$ cat src/rtl/irqmod_pkg.sv
package irqmod_pkg;
  typedef enum logic {
    PM_IRQ_START = 1'b0,
    PM_EVT_START = 1'b1
  } pmode_e;
endpackage

$ cat src/rtl/irqmod_cfg.sv
module irqmod_cfg
  import irqmod_pkg::*;
#(
  parameter int PER_W          = 8,
  parameter int CNT_W          = 8,
  parameter int DEF_PERIOD_IRQ = 16,
  parameter int DEF_PERIOD_EVT = 3,
  parameter int DEF_COUNT      = 32
) (
  input  logic             clk,
  input  logic             rst,
  input  logic             active,
  input  logic             mode_wr,
  input  logic             mode_val,
  input  logic             parm_wr,
  input  logic [PER_W-1:0] period_val,
  input  logic [CNT_W-1:0] count_val,
  output pmode_e           mode_q,
  output logic [PER_W-1:0] period_q,
  output logic [CNT_W-1:0] count_q
);
  localparam logic [PER_W-1:0] PER_I = PER_W'(DEF_PERIOD_IRQ);
  localparam logic [PER_W-1:0] PER_E = PER_W'(DEF_PERIOD_EVT);
  localparam logic [CNT_W-1:0] CNT_D = CNT_W'(DEF_COUNT);

  always_ff @(posedge clk) begin
    if (rst) begin
      mode_q   <= PM_IRQ_START;
      period_q <= PER_I;
      count_q  <= CNT_D;
    end else if (!active) begin
      if (mode_wr) begin
        mode_q   <= pmode_e'(mode_val);
        period_q <= mode_val ? PER_E : PER_I;
        count_q  <= CNT_D;
      end
      if (parm_wr) begin
        period_q <= period_val;
        count_q  <= count_val;
      end
    end
  end
endmodule

$ cat src/rtl/irqmod_evcnt.sv
module irqmod_evcnt #(
  parameter int CNT_W = 8
) (
  input  logic             clk,
  input  logic             rst,
  input  logic             flush,
  input  logic             fire,
  input  logic             evt,
  output logic [CNT_W-1:0] cnt_q,
  output logic [CNT_W-1:0] cnt_sum
);
  localparam logic [CNT_W-1:0] CNT_MAX = '1;

  always_comb begin
    if (cnt_q == CNT_MAX) cnt_sum = cnt_q;
    else                  cnt_sum = cnt_q + CNT_W'(evt);
  end

  always_ff @(posedge clk) begin
    if (rst || flush || fire) cnt_q <= '0;
    else                      cnt_q <= cnt_sum;
  end
endmodule

$ cat src/rtl/irqmod_timer.sv
module irqmod_timer #(
  parameter int PER_W = 8
) (
  input  logic             clk,
  input  logic             rst,
  input  logic             flush,
  input  logic             fire,
  input  logic             restart,
  input  logic             run,
  input  logic             tick,
  input  logic [PER_W-1:0] period,
  output logic [PER_W-1:0] tmr_q,
  output logic             expire
);
  localparam logic [PER_W-1:0] TMR_MAX = '1;

  logic [PER_W:0] tmr_plus;
  logic           advance;

  assign tmr_plus = {1'b0, tmr_q} + (PER_W+1)'(1);
  assign advance  = run && tick && !restart;
  assign expire   = advance && (period != '0) && (tmr_plus >= {1'b0, period});

  always_ff @(posedge clk) begin
    if (rst || flush || fire || restart) tmr_q <= '0;
    else if (advance && tmr_q != TMR_MAX) tmr_q <= tmr_plus[PER_W-1:0];
  end
endmodule

$ cat src/rtl/irqmod_unit.sv
module irqmod_unit
  import irqmod_pkg::*;
#(
  parameter int PER_W          = 8,
  parameter int CNT_W          = 8,
  parameter int DEF_PERIOD_IRQ = 16,
  parameter int DEF_PERIOD_EVT = 3,
  parameter int DEF_COUNT      = 32
) (
  input  logic             clk,
  input  logic             rst,
  input  logic             active,
  input  logic             mode_wr,
  input  logic             mode_val,
  input  logic             parm_wr,
  input  logic [PER_W-1:0] period_val,
  input  logic [CNT_W-1:0] count_val,
  input  logic             evt,
  input  logic             tick,
  output logic             irq
);
  pmode_e           mode_q;
  logic [PER_W-1:0] period_q;
  logic [CNT_W-1:0] count_q;
  logic [CNT_W-1:0] pend_cnt;
  logic [CNT_W-1:0] pend_sum;
  logic [PER_W-1:0] tmr_cnt;
  logic             tmr_expire;
  logic             flush, fire, restart;
  logic             hit_cnt, hit_tmr, bypass;

  irqmod_cfg #(
    .PER_W(PER_W), .CNT_W(CNT_W), .DEF_PERIOD_IRQ(DEF_PERIOD_IRQ),
    .DEF_PERIOD_EVT(DEF_PERIOD_EVT), .DEF_COUNT(DEF_COUNT)
  ) u_cfg (
    .clk(clk), .rst(rst), .active(active), .mode_wr(mode_wr),
    .mode_val(mode_val), .parm_wr(parm_wr), .period_val(period_val),
    .count_val(count_val), .mode_q(mode_q), .period_q(period_q),
    .count_q(count_q)
  );

  assign flush   = !active;
  assign restart = (mode_q == PM_EVT_START) && evt;

  irqmod_evcnt #(.CNT_W(CNT_W)) u_evcnt (
    .clk(clk), .rst(rst), .flush(flush), .fire(fire), .evt(evt),
    .cnt_q(pend_cnt), .cnt_sum(pend_sum)
  );

  irqmod_timer #(.PER_W(PER_W)) u_timer (
    .clk(clk), .rst(rst), .flush(flush), .fire(fire), .restart(restart),
    .run(pend_cnt != '0), .tick(tick), .period(period_q),
    .tmr_q(tmr_cnt), .expire(tmr_expire)
  );

  assign hit_cnt = (count_q != '0) && (pend_sum >= count_q);
  assign hit_tmr = tmr_expire;
  assign bypass  = (period_q == '0) && (count_q == '0) && evt;
  assign fire    = active && (hit_cnt || hit_tmr || bypass);

  always_ff @(posedge clk) begin
    if (rst) irq <= 1'b0;
    else     irq <= fire;
  end
endmodule

$ cat config.mk
export PLATFORM = sky130hd
export DESIGN_NAME = irqmod_unit
export DESIGN_NICKNAME = d
export VERILOG_FILES = /design/src/rtl/irqmod_pkg.sv /design/src/rtl/irqmod_cfg.sv /design/src/rtl/irqmod_evcnt.sv /design/src/rtl/irqmod_timer.sv /design/src/rtl/irqmod_unit.sv
export SDC_FILE = /design/constraint.sdc
export NUM_CORES = 1
export LEC_CHECK = 0
export ABC_CLOCK_PERIOD_IN_PS = 3400
export CORE_MARGIN = 2
export CORE_UTILIZATION = 60
export DETAILED_ROUTE_END_ITERATION = 10
export DONT_BUFFER_PORTS = 1
export PLACE_DENSITY = 0.83
export SKIP_LAST_GASP = 1
export SYNTH_ARGS = -nofsm -noshare
export SYNTH_HDL_FRONTEND = slang
export SYNTH_SLANG_ARGS = --single-unit
$ cat constraint.sdc
create_clock -name clk -period 3.4 [get_ports clk]
set_input_delay 0.34 -clock clk [delete_from_list [all_inputs] [get_ports clk]]
set_output_delay 0.34 -clock clk [all_outputs]
set_load 0.03 [all_outputs]
# After elaboration in Yosys (flattened, before gate mapping)
# Cells that the tools add are included.
# op_classes
muxes	6
order_cmp	2
addsub	2
eq_ne	2
bitwise	1
n_reduce_logical	25
# ops
cell	n
2-to-1 mux 8 bit	5
nonzero test 8 bit	3
zero test 8 bit	2
logical AND 1 bit	10
adder 8 x 1 -> 9 bit, second input constant	1
greater-or-equal comparator 9 x 8 -> 1 bit	1
adder 8 x 1 -> 8 bit	1
equality test 8 bit, second input constant	1
greater-or-equal comparator 8 bit	1
!= test 8 bit, second input constant	1
logical OR 1 bit	5
2-to-1 mux 5 bit	1
AND reduction 2 bit	2
zero test 1 bit	2
nonzero test 2 bit	1
NOT 1 bit	1
# totals
word_cells	44
register_bits	34
out_inout_bits	1
inputBits	24

# Longest topological paths before layout
# depth
word_depth	10
depth_mapped	11
depth_no_buf	11

# Modules after synthesis
# A second synthesis with hierarchy kept.
# hier_totals
hier_cells	225
hier_area_um2	2045.7
# by_module_without_submodules
module	cells_per_inst	n_inst	area_per_inst_um2	seq_area_each_um2
irqmod_timer	85	1	678.2	160.2
irqmod_cfg	52	1	608.1	340.3
irqmod_evcnt	48	1	427.9	160.2
irqmod_unit	40	1	331.6	20.0

# Worst setup path after synthesis
# No wires, ideal clock.
# synth_timing
path_type	register to register
from	register u_timer.tmr_q[0]
to	register u_timer.tmr_q[6]
setup_ns	0.128
t_arrival_ns	2.398
synth_period_minus_slack_ns	2.526
n_path_buf	1
path_slack_ns	0.874
required_time_ns	3.272
path_stages_with_launch	12
cell_sequence	dfxtp_1 > ha_1 > nand3_2 > or2_2 > xnor2_1 > ha_1 > nand2_1 > nor2_1 > a311oi_2 > a211oi_4 > buf_6 > nor3_2
# synth_between
elab_chain_cells	8
elab_cells_between_ends	10
cone_classes	1 x add/sub; 1 x order compare; 1 x eq/ne; 7 x reduce/logical
# synth_rtl
item	line_no	source
start: declaration	irqmod_timer.sv:12	output logic [PER_W-1:0] tmr_q,
start signal: assignment	irqmod_timer.sv:26	else if (advance && tmr_q != TMR_MAX) tmr_q <= tmr_plus[PER_W-1:0];
adder 8 x 1 -> 9 bit (*)	irqmod_timer.sv:20	assign tmr_plus = {1'b0, tmr_q} + (PER_W+1)'(1);
via u_timer.tmr_plus[6]	irqmod_timer.sv:17	logic [PER_W:0] tmr_plus;
greater-or-equal comparator 9 x 8 -> 1 bit	irqmod_timer.sv:22	assign expire = advance && (period != '0) && (tmr_plus >= {1'b0, period});
logical AND 1 bit	irqmod_timer.sv:22	
logical OR 1 bit (2 in series)	irqmod_unit.sv:59	assign fire = active && (hit_cnt || hit_tmr || bypass);
logical AND 1 bit	irqmod_unit.sv:59	
logical OR 1 bit (2 in series)	irqmod_timer.sv:25	if (rst || flush || fire || restart) tmr_q <= '0;
# Mark *: on every way through the listed nets, which the timed path passes. The rest lies on a longest branch.
# A chain may end at the register's enable or synchronous reset.

# Worst setup path after layout
# layout_timing
from	register u_evcnt.cnt_q[1]
to	register u_timer.tmr_q[7]
# layout_between
elab_cells_between_ends	16
cone_classes	1 x add/sub; 1 x order compare; 1 x eq/ne; 1 x mux; 12 x reduce/logical
# layout_lines
item	line_no	source
start: declaration	irqmod_evcnt.sv:9	output logic [CNT_W-1:0] cnt_q,
start signal: assignment	irqmod_evcnt.sv:21	else cnt_q <= cnt_sum;
adder 8 x 1 -> 8 bit or equality test 8 bit (tied branches)	irqmod_evcnt.sv:16, irqmod_evcnt.sv:15	
2-to-1 mux 8 bit (*)	irqmod_evcnt.sv:15	if (cnt_q == CNT_MAX) cnt_sum = cnt_q;
via pend_sum[7]	irqmod_unit.sv:26	logic [CNT_W-1:0] pend_sum;
greater-or-equal comparator 8 bit (*)	irqmod_unit.sv:56	assign hit_cnt = (count_q != '0) && (pend_sum >= count_q);
logical AND 1 bit (*)	irqmod_unit.sv:56	
logical OR 1 bit (*) (2 in series)	irqmod_unit.sv:59	
logical AND 1 bit (*)	irqmod_unit.sv:59	
logical OR 1 bit (*) (2 in series)	irqmod_timer.sv:25	
# Marked as above.

==> flow_metrics.env <==
export IMPL_worst_slew_pin_slew_ns=0.855
export IMPL_dp_hpwl_um=3090
export IMPL_final_common_cell="dfxtp_1"
export IMPL_place_congestion=0.792
export IMPL_cp_endpoint="u_timer.tmr_q[7]"
export IMPL_irDropWorstVdd_mv=0.221
export IMPL_ff2ff_path_depth=9
export IMPL_antenna_found_initial=0
export IMPL_finalNetCount=277
export IMPL_grt_pass1_wl_um=7160
export IMPL_syn_area_per_cell_sq_um=9.02
export IMPL_setup_ws_ns=0.669
export IMPL_critPathLaunchType="flop"
export IMPL_clock_latency_ns=0.33
export IMPL_finalHoldViolCount=0
export IMPL_critPathLaunch="u_evcnt.cnt_q[1]"
export IMPL_antenna_diode_count=0
export IMPL_status="finished clean"
export IMPL_regToRegEndpoint="u_timer.tmr_q[7]"
export IMPL_io_pins=25
export IMPL_cap_violations=0
export IMPL_grt_pass1_vias=1660
export IMPL_fin_skew_ns=0.0118
export IMPL_dieHeight_um=62.9
export IMPL_slowest_stage="or4_2"
export IMPL_fmaxAchievable_mhz=366
export IMPL_vias=1631
export IMPL_io_buffers=0
export IMPL_post_cts_setup_buffer_count=0
export IMPL_p_leak_nw=0.858
export IMPL_routed_wl_um=3990
export IMPL_grt_max_degree=19
export IMPL_path_max_fanout=8
export IMPL_htree_levels=2
export IMPL_overflow=0
export IMPL_via_per_inst=5.80
export IMPL_yosys_top_cells_area="dfxtp_1 (33%), ha_1 (11%), xnor2_1 (5.5%)"
export IMPL_fin_tns_setup_ns=0
export IMPL_hold_path_class="input port to flop"
export IMPL_cts_tree="yes"
export IMPL_ys_seq_area_share_pct=32.7
export IMPL_drt_antenna_violating_nets=0
export IMPL_grt_use_total_pct=22.8
export IMPL_ctsRootBufferMaster="clkbuf_4"
export IMPL_power_w=0.000713
export IMPL_start_util_pct=62.4
export IMPL_crit_type="flop to flop"
export IMPL_core_area_sq_um=3340
export IMPL_period_needed_ns=2.73
export IMPL_dr_pass1_iters=5
export IMPL_design_area_sq_um=2180
export IMPL_synthCells=231
export IMPL_yosys_warnings=0
export IMPL_syn_area_sq_um=2080
export IMPL_rr_startpoint="u_evcnt.cnt_q[1]"
export IMPL_clock_sinks=34
export IMPL_numCtsBuffers=5
export IMPL_areaGrowthSynthToFinish_pct=4.50
export IMPL_drive_above_1_share_pct=14.5
export IMPL_dpl_cell_area_sq_um=2120
export IMPL_critPathCaptureType="flop"
export IMPL_max_stage_delay_ns=0.64
export IMPL_dpl_worst_slack_ns=0.727
export IMPL_syn_num_nets=274
export IMPL_drc=0
export IMPL_p_per_area_nw_per_um2=328
export IMPL_num_rows=21
export IMPL_whs_ns=0.0576
export IMPL_ctsHoldBuffers=0
export IMPL_setup_viol=0
export IMPL_ys_ff_latch=34
export IMPL_synth_largest_type_area_fraction_pct=32.7
export IMPL_cts_resized=0
export IMPL_slew_violations=0
export IMPL_relSlewSlack_pct=42.9
export IMPL_cts_clk_slew_worst_paths_ns=0.11
export IMPL_period_share_pct=80.3
export IMPL_final_cell_mix="dfxtp_1 (34), nor2_1 (23), nand2_1 (21), ha_1 (19), inv_1 (18)"
export IMPL_path_cells="nand3_1 > nor2_1 > nand2_1 > mux2_2 > ha_1 > nand4_1 > or4_2 > nand4_2 > nor3_1"
export IMPL_rsz0062_at_grt="false"
export IMPL_wl_per_cell_um=14.2
export IMPL_clk_path_buf_depth=2
export IMPL_drt_iter0_markers=59
export IMPL_critical_path_required_ns=3.62
export IMPL_ys_types=44
export IMPL_regToRegSetupSlack_ns=0.67
export IMPL_yosysTopAreaCell="dfxtp_1"
export IMPL_dieArea_sq_um=3960
export IMPL_die_w_um=62.9
export IMPL_cp_arrival_ns=2.95
critical path: cells and delay by family, from the launching register on:
kind | cells | cell delay, ns
fa+ha+maj | 1 | 0.33
mux | 1 | 0.30
flops | 1 | 0.50
simple gates | 7 | 1.49
metrics by stage:
step / instances / utilization, %
after global routing: 281 / 65.2
after detailed placement: 273 / 63.5
after global placement: 273 / 63.5
final: 281 / 65.2
after CTS: 281 / 65.2
after floorplan: 231 / -
worst min-delay path by stage:
stage / start / end / slack (ns) / cells past startpoint
global route: rst / u_cfg.period_q[3] / 0.02 / 1
finish: rst / u_cfg.period_q[3] / 0.06 / 1
global placement: rst / u_cfg.period_q[6] / 0.41 / 1
CTS: rst / u_cfg.count_q[1] / 0.04 / 1
detailed placement: rst / u_cfg.count_q[1] / 0.42 / 1
floorplan: u_cfg.period_q[0] / u_cfg.period_q[0] / 0.46 / 2
Yosys cell counts:
| library cell | n |
|---|---|
| or4_1 | 5 |
| nor3_1 | 8 |
| nand4b_4 | 1 |
| nand4_1 | 2 |
| nor3b_2 | 6 |
| nor2_1 | 23 |
| nor3_2 | 4 |
| xor2_1 | 5 |
| or4_2 | 1 |
| nand3_2 | 1 |
| nor4_1 | 1 |
| nor3_4 | 1 |
| buf_6 | 2 |
| o21ai_0 | 4 |
| o21a_1 | 1 |
| a221o_1 | 1 |
| a221oi_1 | 2 |
| nand2b_1 | 4 |
| dfxtp_1 | 34 |
| or2_1 | 1 |
| nor2b_1 | 3 |
| nor3b_1 | 2 |
| or2_2 | 2 |
| xnor2_1 | 13 |
| nand2_1 | 21 |
| or4_4 | 1 |
| o211ai_4 | 1 |
| a22oi_1 | 13 |
| o21ai_2 | 1 |
| a31oi_1 | 1 |
| o41ai_1 | 1 |
| mux2i_1 | 2 |
| a2111oi_0 | 1 |
| a211oi_4 | 1 |
| clkbuf_1 | 4 |
| nand4_2 | 1 |
| mux2_2 | 1 |
| a21oi_1 | 7 |
| inv_1 | 18 |
| o21bai_1 | 1 |
| a311oi_2 | 1 |
| o21ba_2 | 1 |
| nand3_1 | 8 |
| ha_1 | 19 |
layout make-up:
| cell class | count | area, sq um |
|---|---|---|
| clock buffers | 5 | 37.5 |
| clock inverters | 3 | 21.3 |
| fillers | 290 | 1160 |
| inverters | 18 | 67.6 |
| multi-input cells | 173 | 1300 |
| flip-flops and latches | 34 | 681 |
| well taps | 46 | 57.6 |
| repair buffers | 2 | 15.0 |
registers in the layout, indices dropped and copies added, names as in the netlist:
register,cells
u_cfg.count_q,8
u_cfg.period_q,8
u_evcnt.cnt_q,8
u_timer.tmr_q,8
irq,1
u_cfg.mode_q,1
metal layers:
| metal | up-vias | GRT usage, % | wire length, um |
|---|---|---|---|
| met2 | 34 | 40.2 | 2030 |
| met4 | 0 | 9.72 | 71 |
| met1 | 764 | 25.4 | 1700 |
| met3 | 8 | 6.31 | 183 |
| met5 | - | 0 | 0 |
| li1 | 825 | - | - |
report_power, final:
group / total [W] / switching, W / internal [W]
clock: 0.000220 / 0.000140 / 0.0000804
sequential: 0.000420 / 0.0000103 / 0.000409
combinational: 0.0000729 / 0.0000404 / 0.0000326
cells by family (layout without fill, tap and decap cells):
| group | Yosys count | in the layout | share of synthesized area [%] |
|---|---|---|---|
| multiplexers | 3 | 3 | 1.50 |
| AND/OR/NAND/NOR | 96 | 96 | 27.7 |
| XOR/XNOR | 18 | 18 | 7.57 |
| flip-flops | 34 | 34 | 32.7 |
| adder cells (fa/ha/maj) | 19 | 19 | 11.4 |
| buffers and inverters | 24 | 28 | 5.04 |
| AO/OA/AOI/OAI | 37 | 37 | 14.1 |
Note: power is estimated with default switching activity, not from simulation.
